--- src/rtl/pfq_pkg.sv ---
package pfq_pkg;

    typedef enum logic [1:0] {
        F_IDLE = 2'd0,
        F_ADDR = 2'd1,
        F_WAIT = 2'd2,
        F_HOLD = 2'd3
    } fetch_state_e;

    localparam int unsigned BYTE_W = 8;

endpackage

--- src/rtl/pfq_fetch.sv ---
module pfq_fetch
    import pfq_pkg::*;
#(
    parameter int unsigned ADDR_W = 20,
    parameter int unsigned WORD_W = 16,
    parameter logic [ADDR_W-1:0] RESET_ADDR = '0
) (
    input  logic              clk,
    input  logic              rst_n,
    input  logic              redirect,
    input  logic [ADDR_W-1:0] target,
    input  logic              pull,
    input  logic              mem_ready,
    input  logic [WORD_W-1:0] mem_rdata,
    output logic              mem_req,
    output logic [ADDR_W-1:0] mem_addr,
    output logic [ADDR_W-1:0] pc,
    output logic              lat_valid,
    output logic [WORD_W-1:0] lat_word
);
    localparam logic [ADDR_W-1:0] STEP = ADDR_W'(WORD_W / BYTE_W);

    fetch_state_e state, state_nx;
    logic [ADDR_W-1:0] bus_addr;
    logic drop;
    logic issue;
    logic landing;

    always_ff @(posedge clk or negedge rst_n) begin
        if (!rst_n) state <= F_IDLE;
        else        state <= state_nx;
    end

    always_comb begin
        state_nx = state;
        issue    = 1'b0;
        unique case (state)
            F_IDLE: begin
                if (!redirect) begin
                    state_nx = F_ADDR;
                    issue    = 1'b1;
                end
            end
            F_ADDR: state_nx = F_WAIT;
            F_WAIT: begin
                if (mem_ready) state_nx = (drop || redirect) ? F_IDLE : F_HOLD;
            end
            F_HOLD: begin
                if (redirect) state_nx = F_IDLE;
                else if (pull) begin
                    state_nx = F_ADDR;
                    issue    = 1'b1;
                end
            end
            default: state_nx = F_IDLE;
        endcase
    end

    assign landing = (state == F_WAIT) && mem_ready && !drop && !redirect;

    always_ff @(posedge clk or negedge rst_n) begin
        if (!rst_n) begin
            pc       <= RESET_ADDR;
            bus_addr <= RESET_ADDR;
            drop     <= 1'b0;
            lat_word <= '0;
        end else begin
            if (redirect)   pc <= target;
            else if (issue) pc <= pc + STEP;
            if (issue) bus_addr <= pc;
            if ((state == F_WAIT) && mem_ready)
                drop <= 1'b0;
            else if (redirect && ((state == F_ADDR) || (state == F_WAIT)))
                drop <= 1'b1;
            if (landing) lat_word <= mem_rdata;
        end
    end

    assign mem_req   = (state == F_ADDR) || (state == F_WAIT);
    assign mem_addr  = bus_addr;
    assign lat_valid = (state == F_HOLD);


    hold_bus_chk: assert property (@(posedge clk) disable iff (!rst_n)
        (mem_req && !((state == F_WAIT) && mem_ready)) |=> (mem_req && $stable(mem_addr)));


    min_cycle_chk: assert property (@(posedge clk) disable iff (!rst_n)
        $rose(mem_req) |=> mem_req);


    redirect_pc_chk: assert property (@(posedge clk) disable iff (!rst_n)
        redirect |=> (pc == $past(target)));


    drop_chk: assert property (@(posedge clk) disable iff (!rst_n)
        (drop && mem_ready && (state == F_WAIT)) |=> !lat_valid);

endmodule

--- src/rtl/pfq_stages.sv ---
module pfq_stages #(
    parameter int unsigned WORD_W = 16
) (
    input  logic              clk,
    input  logic              rst_n,
    input  logic              done_in,
    input  logic              flush,
    input  logic              lat_valid,
    input  logic [WORD_W-1:0] lat_word,
    output logic              pull,
    output logic              ready,
    output logic [WORD_W-1:0] a_word,
    output logic [WORD_W-1:0] b_word,
    output logic [WORD_W-1:0] c_word
);
    logic a_v, b_v;
    logic adv, b_load, a_to_b, a_load;

    assign ready  = a_v && b_v;
    assign adv    = done_in && ready && !flush;
    assign b_load = !b_v || adv;
    assign a_to_b = a_v && b_load;
    assign a_load = !a_v || a_to_b;
    assign pull   = lat_valid && a_load && !flush;

    always_ff @(posedge clk or negedge rst_n) begin
        if (!rst_n) begin
            a_v    <= 1'b0;
            b_v    <= 1'b0;
            a_word <= '0;
            b_word <= '0;
            c_word <= '0;
        end else if (flush) begin
            a_v <= 1'b0;
            b_v <= 1'b0;
            if (ready) c_word <= b_word;
        end else begin
            if (adv) c_word <= b_word;
            if (b_load) begin
                b_v <= a_v;
                if (a_v) b_word <= a_word;
            end
            if (a_load) begin
                a_v <= pull;
                if (pull) a_word <= lat_word;
            end
        end
    end


    retire_chk: assert property (@(posedge clk) disable iff (!rst_n)
        adv |=> (c_word == $past(b_word)));


    flush_empty_chk: assert property (@(posedge clk) disable iff (!rst_n)
        flush |=> !ready);


    hold_opcode_chk: assert property (@(posedge clk) disable iff (!rst_n)
        (ready && !done_in && !flush) |=> ($stable(b_word) && $stable(a_word) && ready));

endmodule

--- src/rtl/pfq_top.sv ---
module pfq_top #(
    parameter int unsigned BANK_W = 4,
    parameter int unsigned OFF_W  = 16,
    parameter int unsigned WORD_W = 16,
    parameter logic [BANK_W+OFF_W-1:0] RESET_ADDR = '0
) (
    input  logic                      clk,
    input  logic                      rst_n,
    output logic                      mem_req,
    output logic [BANK_W+OFF_W-1:0]   mem_addr,
    input  logic                      mem_ready,
    input  logic [WORD_W-1:0]         mem_rdata,
    output logic                      exe_ready,
    output logic [WORD_W-1:0]         exe_opcode,
    output logic [WORD_W-1:0]         exe_ext,
    output logic [pfq_pkg::BYTE_W-1:0] exe_byte,
    output logic [WORD_W-1:0]         exe_retired,
    input  logic                      exe_done,
    input  logic                      cof_req,
    input  logic [BANK_W+OFF_W-1:0]   cof_target,
    output logic [BANK_W+OFF_W-1:0]   pc_out
);
    localparam int unsigned ADDR_W = BANK_W + OFF_W;

    logic              pull;
    logic              lat_valid;
    logic [WORD_W-1:0] lat_word;

    pfq_fetch #(
        .ADDR_W    (ADDR_W),
        .WORD_W    (WORD_W),
        .RESET_ADDR(RESET_ADDR)
    ) u_fetch (
        .clk      (clk),
        .rst_n    (rst_n),
        .redirect (cof_req),
        .target   (cof_target),
        .pull     (pull),
        .mem_ready(mem_ready),
        .mem_rdata(mem_rdata),
        .mem_req  (mem_req),
        .mem_addr (mem_addr),
        .pc       (pc_out),
        .lat_valid(lat_valid),
        .lat_word (lat_word)
    );

    pfq_stages #(
        .WORD_W(WORD_W)
    ) u_stages (
        .clk      (clk),
        .rst_n    (rst_n),
        .done_in  (exe_done),
        .flush    (cof_req),
        .lat_valid(lat_valid),
        .lat_word (lat_word),
        .pull     (pull),
        .ready    (exe_ready),
        .a_word   (exe_ext),
        .b_word   (exe_opcode),
        .c_word   (exe_retired)
    );

    assign exe_byte = exe_opcode[pfq_pkg::BYTE_W-1:0];


    even_addr_chk: assert property (@(posedge clk) disable iff (!rst_n)
        mem_req |-> (mem_addr[0] == 1'b0));

endmodule

--- config.mk ---
export PLATFORM = sky130hd
export DESIGN_NAME = pfq_top
export DESIGN_NICKNAME = d
export VERILOG_FILES = /design/src/rtl/pfq_pkg.sv /design/src/rtl/pfq_fetch.sv /design/src/rtl/pfq_stages.sv /design/src/rtl/pfq_top.sv
export SDC_FILE = /design/constraint.sdc
export NUM_CORES = 1
export LEC_CHECK = 0
export BUFFER_PORTS_ARGS = -buffer_cell sky130_fd_sc_hd__buf_2
export CORE_ASPECT_RATIO = 1.4
export CORE_MARGIN = 3
export CORE_UTILIZATION = 28
export CTS_BUF_LIST = sky130_fd_sc_hd__clkbuf_4 sky130_fd_sc_hd__clkbuf_8
export DETAILED_ROUTE_END_ITERATION = 10
export PLACE_DENSITY_LB_ADDON = 0.25
export SLEW_MARGIN = 20
export SYNTH_ARGS = -nofsm -noshare
export SYNTH_HDL_FRONTEND = slang
export SYNTH_SLANG_ARGS = --single-unit
--- constraint.sdc ---
create_clock -name clk -period 4.3 [get_ports clk]
set_clock_uncertainty 0.1 [all_clocks]
set_input_delay 0.645 -clock clk [delete_from_list [all_inputs] [get_ports clk]]
set_output_delay 0.645 -clock clk [all_outputs]
set_load 0.01 [all_outputs]
==> results.yml <==
run_status:
  status: "finished clean"
global_route:
  met3_usage_pct: 3.65
  grt_first_pass_wirelength_um: 17800
  busiest_layer: "met2"
  grt_use_met1_pct: 15.2
  met2_usage_pct: 19.9
  overflow: 0
  grt_pass1_vias: 3329
  grt_max_degree: 76
  antenna_found_initial: 1
  track_usage_pct: 12.3
pwr:
  switching_share_pct: 33.9
  seqPwrFrac_pct: 46.6
  power_density_nw_per_um2: 593
  power.switching_mw: 1.15
  p_int_mw: 2.25
  power_leakage_nw: 2.83
  clockPowerShare_pct: 19.6
  fin_total_pwr_mw: 3.40
  ir_drop_uv: 209
  power_frac_comb_pct: 33.8
clocking:
  htreeDepth: 3
  ctsHoldBuffers: 0
  cts_made_buffers: 9
  cts_resized: 0
  cts_sinks: 109
  clk_pin_slew_ns: 0.11
  cts_tree: "done"
  worstSkewPairLatency_ns: 0.37
  cts_setup_buffers: 0
  ctsRootBufferMaster: "clkbuf_8"
  clock_path_buffers: 2
sta:
  tightest_slew_ns: 1.00
  fmax_mhz: 414
  finalCritPeriodShare_pct: 56.1
  hold_viol_final: 0
  relSlewSlack_pct: 33.1
  holdWs_ns: 0.295
  fin_tns_setup_ns: 0
  slew_viol_final: 0
  rsz0062_at_grt: "false"
  fin_crit_ns: 2.41
  setup_viol: 0
routing:
  totalWireLength_um: 11300
  viasPerCell: 4.82
  dr.pass1.iters: 4
  drtAntennaViolNets: 0
  drt_iter0_markers: 127
  wl_per_cell_um: 16.4
  dr_total_vias: 3313
  drt_drc_violations_left: 0
critical_path:
  end_kind: "register"
  r2r_cells: 6
  r2r_slack_ns: 1.89
  critPathArrivalTime_ns: 2.60
  reg2reg_to: "u_fetch.pc[17]"
  critical_path_class: "register to register"
  r2r-start: "u_fetch.state[0]"
  worstPathRequired_ns: 4.49
  crit_path_end: "u_fetch.pc[17]"
  worstSetupStartpointType: "register"
  crit_fanout: 13
  cp-startpoint: "u_fetch.state[0]"
logic_synthesis:
  ys.flop_type: "dfrtp_1"
  avgSynthCellArea_um2: 13.1
  synth_area_um2: 4690
  syn_nets: 404
  seq_area_frac_synth_pct: 58.1
  yosysWarnings: 0
  syn-instance-count: 358
  synth_async_sr_flop_share_pct: 100
  ys_ff_latch: 109
  synth_cell_types: 43
  synth_edf_count: 0
layout:
  fillers: 1613
  nets: 529
  insertedDiodeCount: 0
  drive_above_1_share_pct: 51.6
  finalNonFillerCells: 687
  mostFrequentLayoutCells: "buf_2, dfrtp_1, mux2_2, nor2_1, nand2_1"
  syn2layout_area_growth_pct: 22.2
  final_common_cell: "buf_2"
job:
  maxCapViolations: 0
placed_design:
  gp_congestion: 0.714
  portBuffers: 138
  place_hpwl_um: 8190
  dp.cells: 671
die:
  core_um2: 16300
  rows: 55
  pin_count: 139
  die_y_um: 159
  initial_core_util_pct: 28.8
  dieArea_um2: 18400
  die-width_um: 115
worst_hold_path:
  hp-class: "input port to asynchronous set/reset pin"
==> sequential cells by signal, summed over array words and instances, names as in the netlist <==
name,flops
u_fetch.pc,20
u_fetch.lat_word,16
u_stages.b_v,1
u_stages.b_word,16
u_fetch.mem_addr,20
u_stages.c_word,16
u_fetch.state,2
u_stages.a_v,1
u_stages.a_word,16
u_fetch.drop,1
==> power groups by stage <==
stage	sequential (mW)	combinational, mW	clock (mW)
2_1_floorplan	1.68	0.641	0
3_3_place_gp	1.60	1.15	0
3_5_place_dp	1.61	1.17	0
4_1_cts	1.60	1.18	0.703
5_1_grt	1.64	1.26	0.738
6_report	1.58	1.15	0.667
==> area by class of cell <==
class / count / area [um2] / area share [%]
flip-flops and latches: 109 / 2730 / 47.5
multi-input cells: 214 / 1800 / 31.3
repair buffers: 142 / 723 / 12.6
well taps: 199 / 249 / 4.34
clock buffers: 11 / 145 / 2.53
clock inverters: 5 / 67.6 / 1.18
inverters: 7 / 26.3 / 0.458
==> logic make-up (layout without fill, tap and decap cells) <==
group | after synthesis | in the layout | share of synthesized area [%]
AO/OA/AOI/OAI | 39 | 39 | 5.52
XOR/XNOR | 5 | 5 | 0.933
adder cells (fa/ha/maj) | 5 | 5 | 1.33
buffers and inverters | 35 | 165 | 3.76
flip-flops | 109 | 109 | 58.1
multiplexers | 88 | 88 | 21.1
AND/OR/NAND/NOR | 77 | 77 | 9.25
==> how the worst min path moves through the flow <==
stage,to,slack [ns],cells after the start,start
after floorplan,u_fetch.drop,0.25,0,rst_n
after global placement,u_fetch.mem_addr[12],0.38,1,u_fetch.mem_addr[12]
after detailed placement,u_fetch.mem_addr[12],0.39,1,u_fetch.mem_addr[12]
after CTS,u_fetch.mem_addr[6],0.33,1,rst_n
after global routing,u_fetch.pc[14],0.37,1,rst_n
final,u_fetch.mem_addr[7],0.30,1,rst_n
==> critical path, cell delays in order (launching register included) <==
cell	delay (ns)
dfrtp_1	0.40
inv_1	0.16
ha_1	0.30
o21ba_2	0.26
nand3_1	0.36
or4_1	0.53
a31oi_1	0.21
==> stage by stage <==
stage | area, um2 | utilization, % | setup slack, ns
after floorplan | 4690 | - | 2.04
after CTS | 5740 | 35.2 | 1.90
final | 5740 | 35.2 | 1.89
after global placement | 5520 | 33.9 | 1.51
after detailed placement | 5520 | 33.9 | 1.46
after global routing | 5740 | 35.2 | 1.72
==> routing by layer <==
metal / share of wire, % / vias up
met3: 7.5 / 19
met1: 42 / 1641
li1: - / 1531
met4: 1.7 / 2
met5: 0.13 / -
met2: 48 / 120
==> cells in the mapped netlist, types with 2 or more instances <==
cell	count	area, um2
and4_1	2	17.5
nand2_1	14	52.6
nor3_1	3	15.0
buf_4	9	67.6
nor2_1	17	63.8
or4_1	11	82.6
dfrtp_1	109	2730
a21oi_1	3	15.0
mux2_2	87	980
clkbuf_1	12	45.0
buf_2	3	15.0
ha_1	5	62.6
inv_1	6	22.5
buf_1	3	11.3
xnor2_1	3	26.3
nor2b_1	2	12.5
a31oi_1	10	62.6
o21ai_0	7	35.0
nand3_1	9	45.0
o31ai_1	10	75.1
nand4_1	4	25.0
and3_1	5	31.3
xor2_1	2	17.5
o211ai_1	3	22.5
No activity file was read; power rests on OpenSTA's default activity.
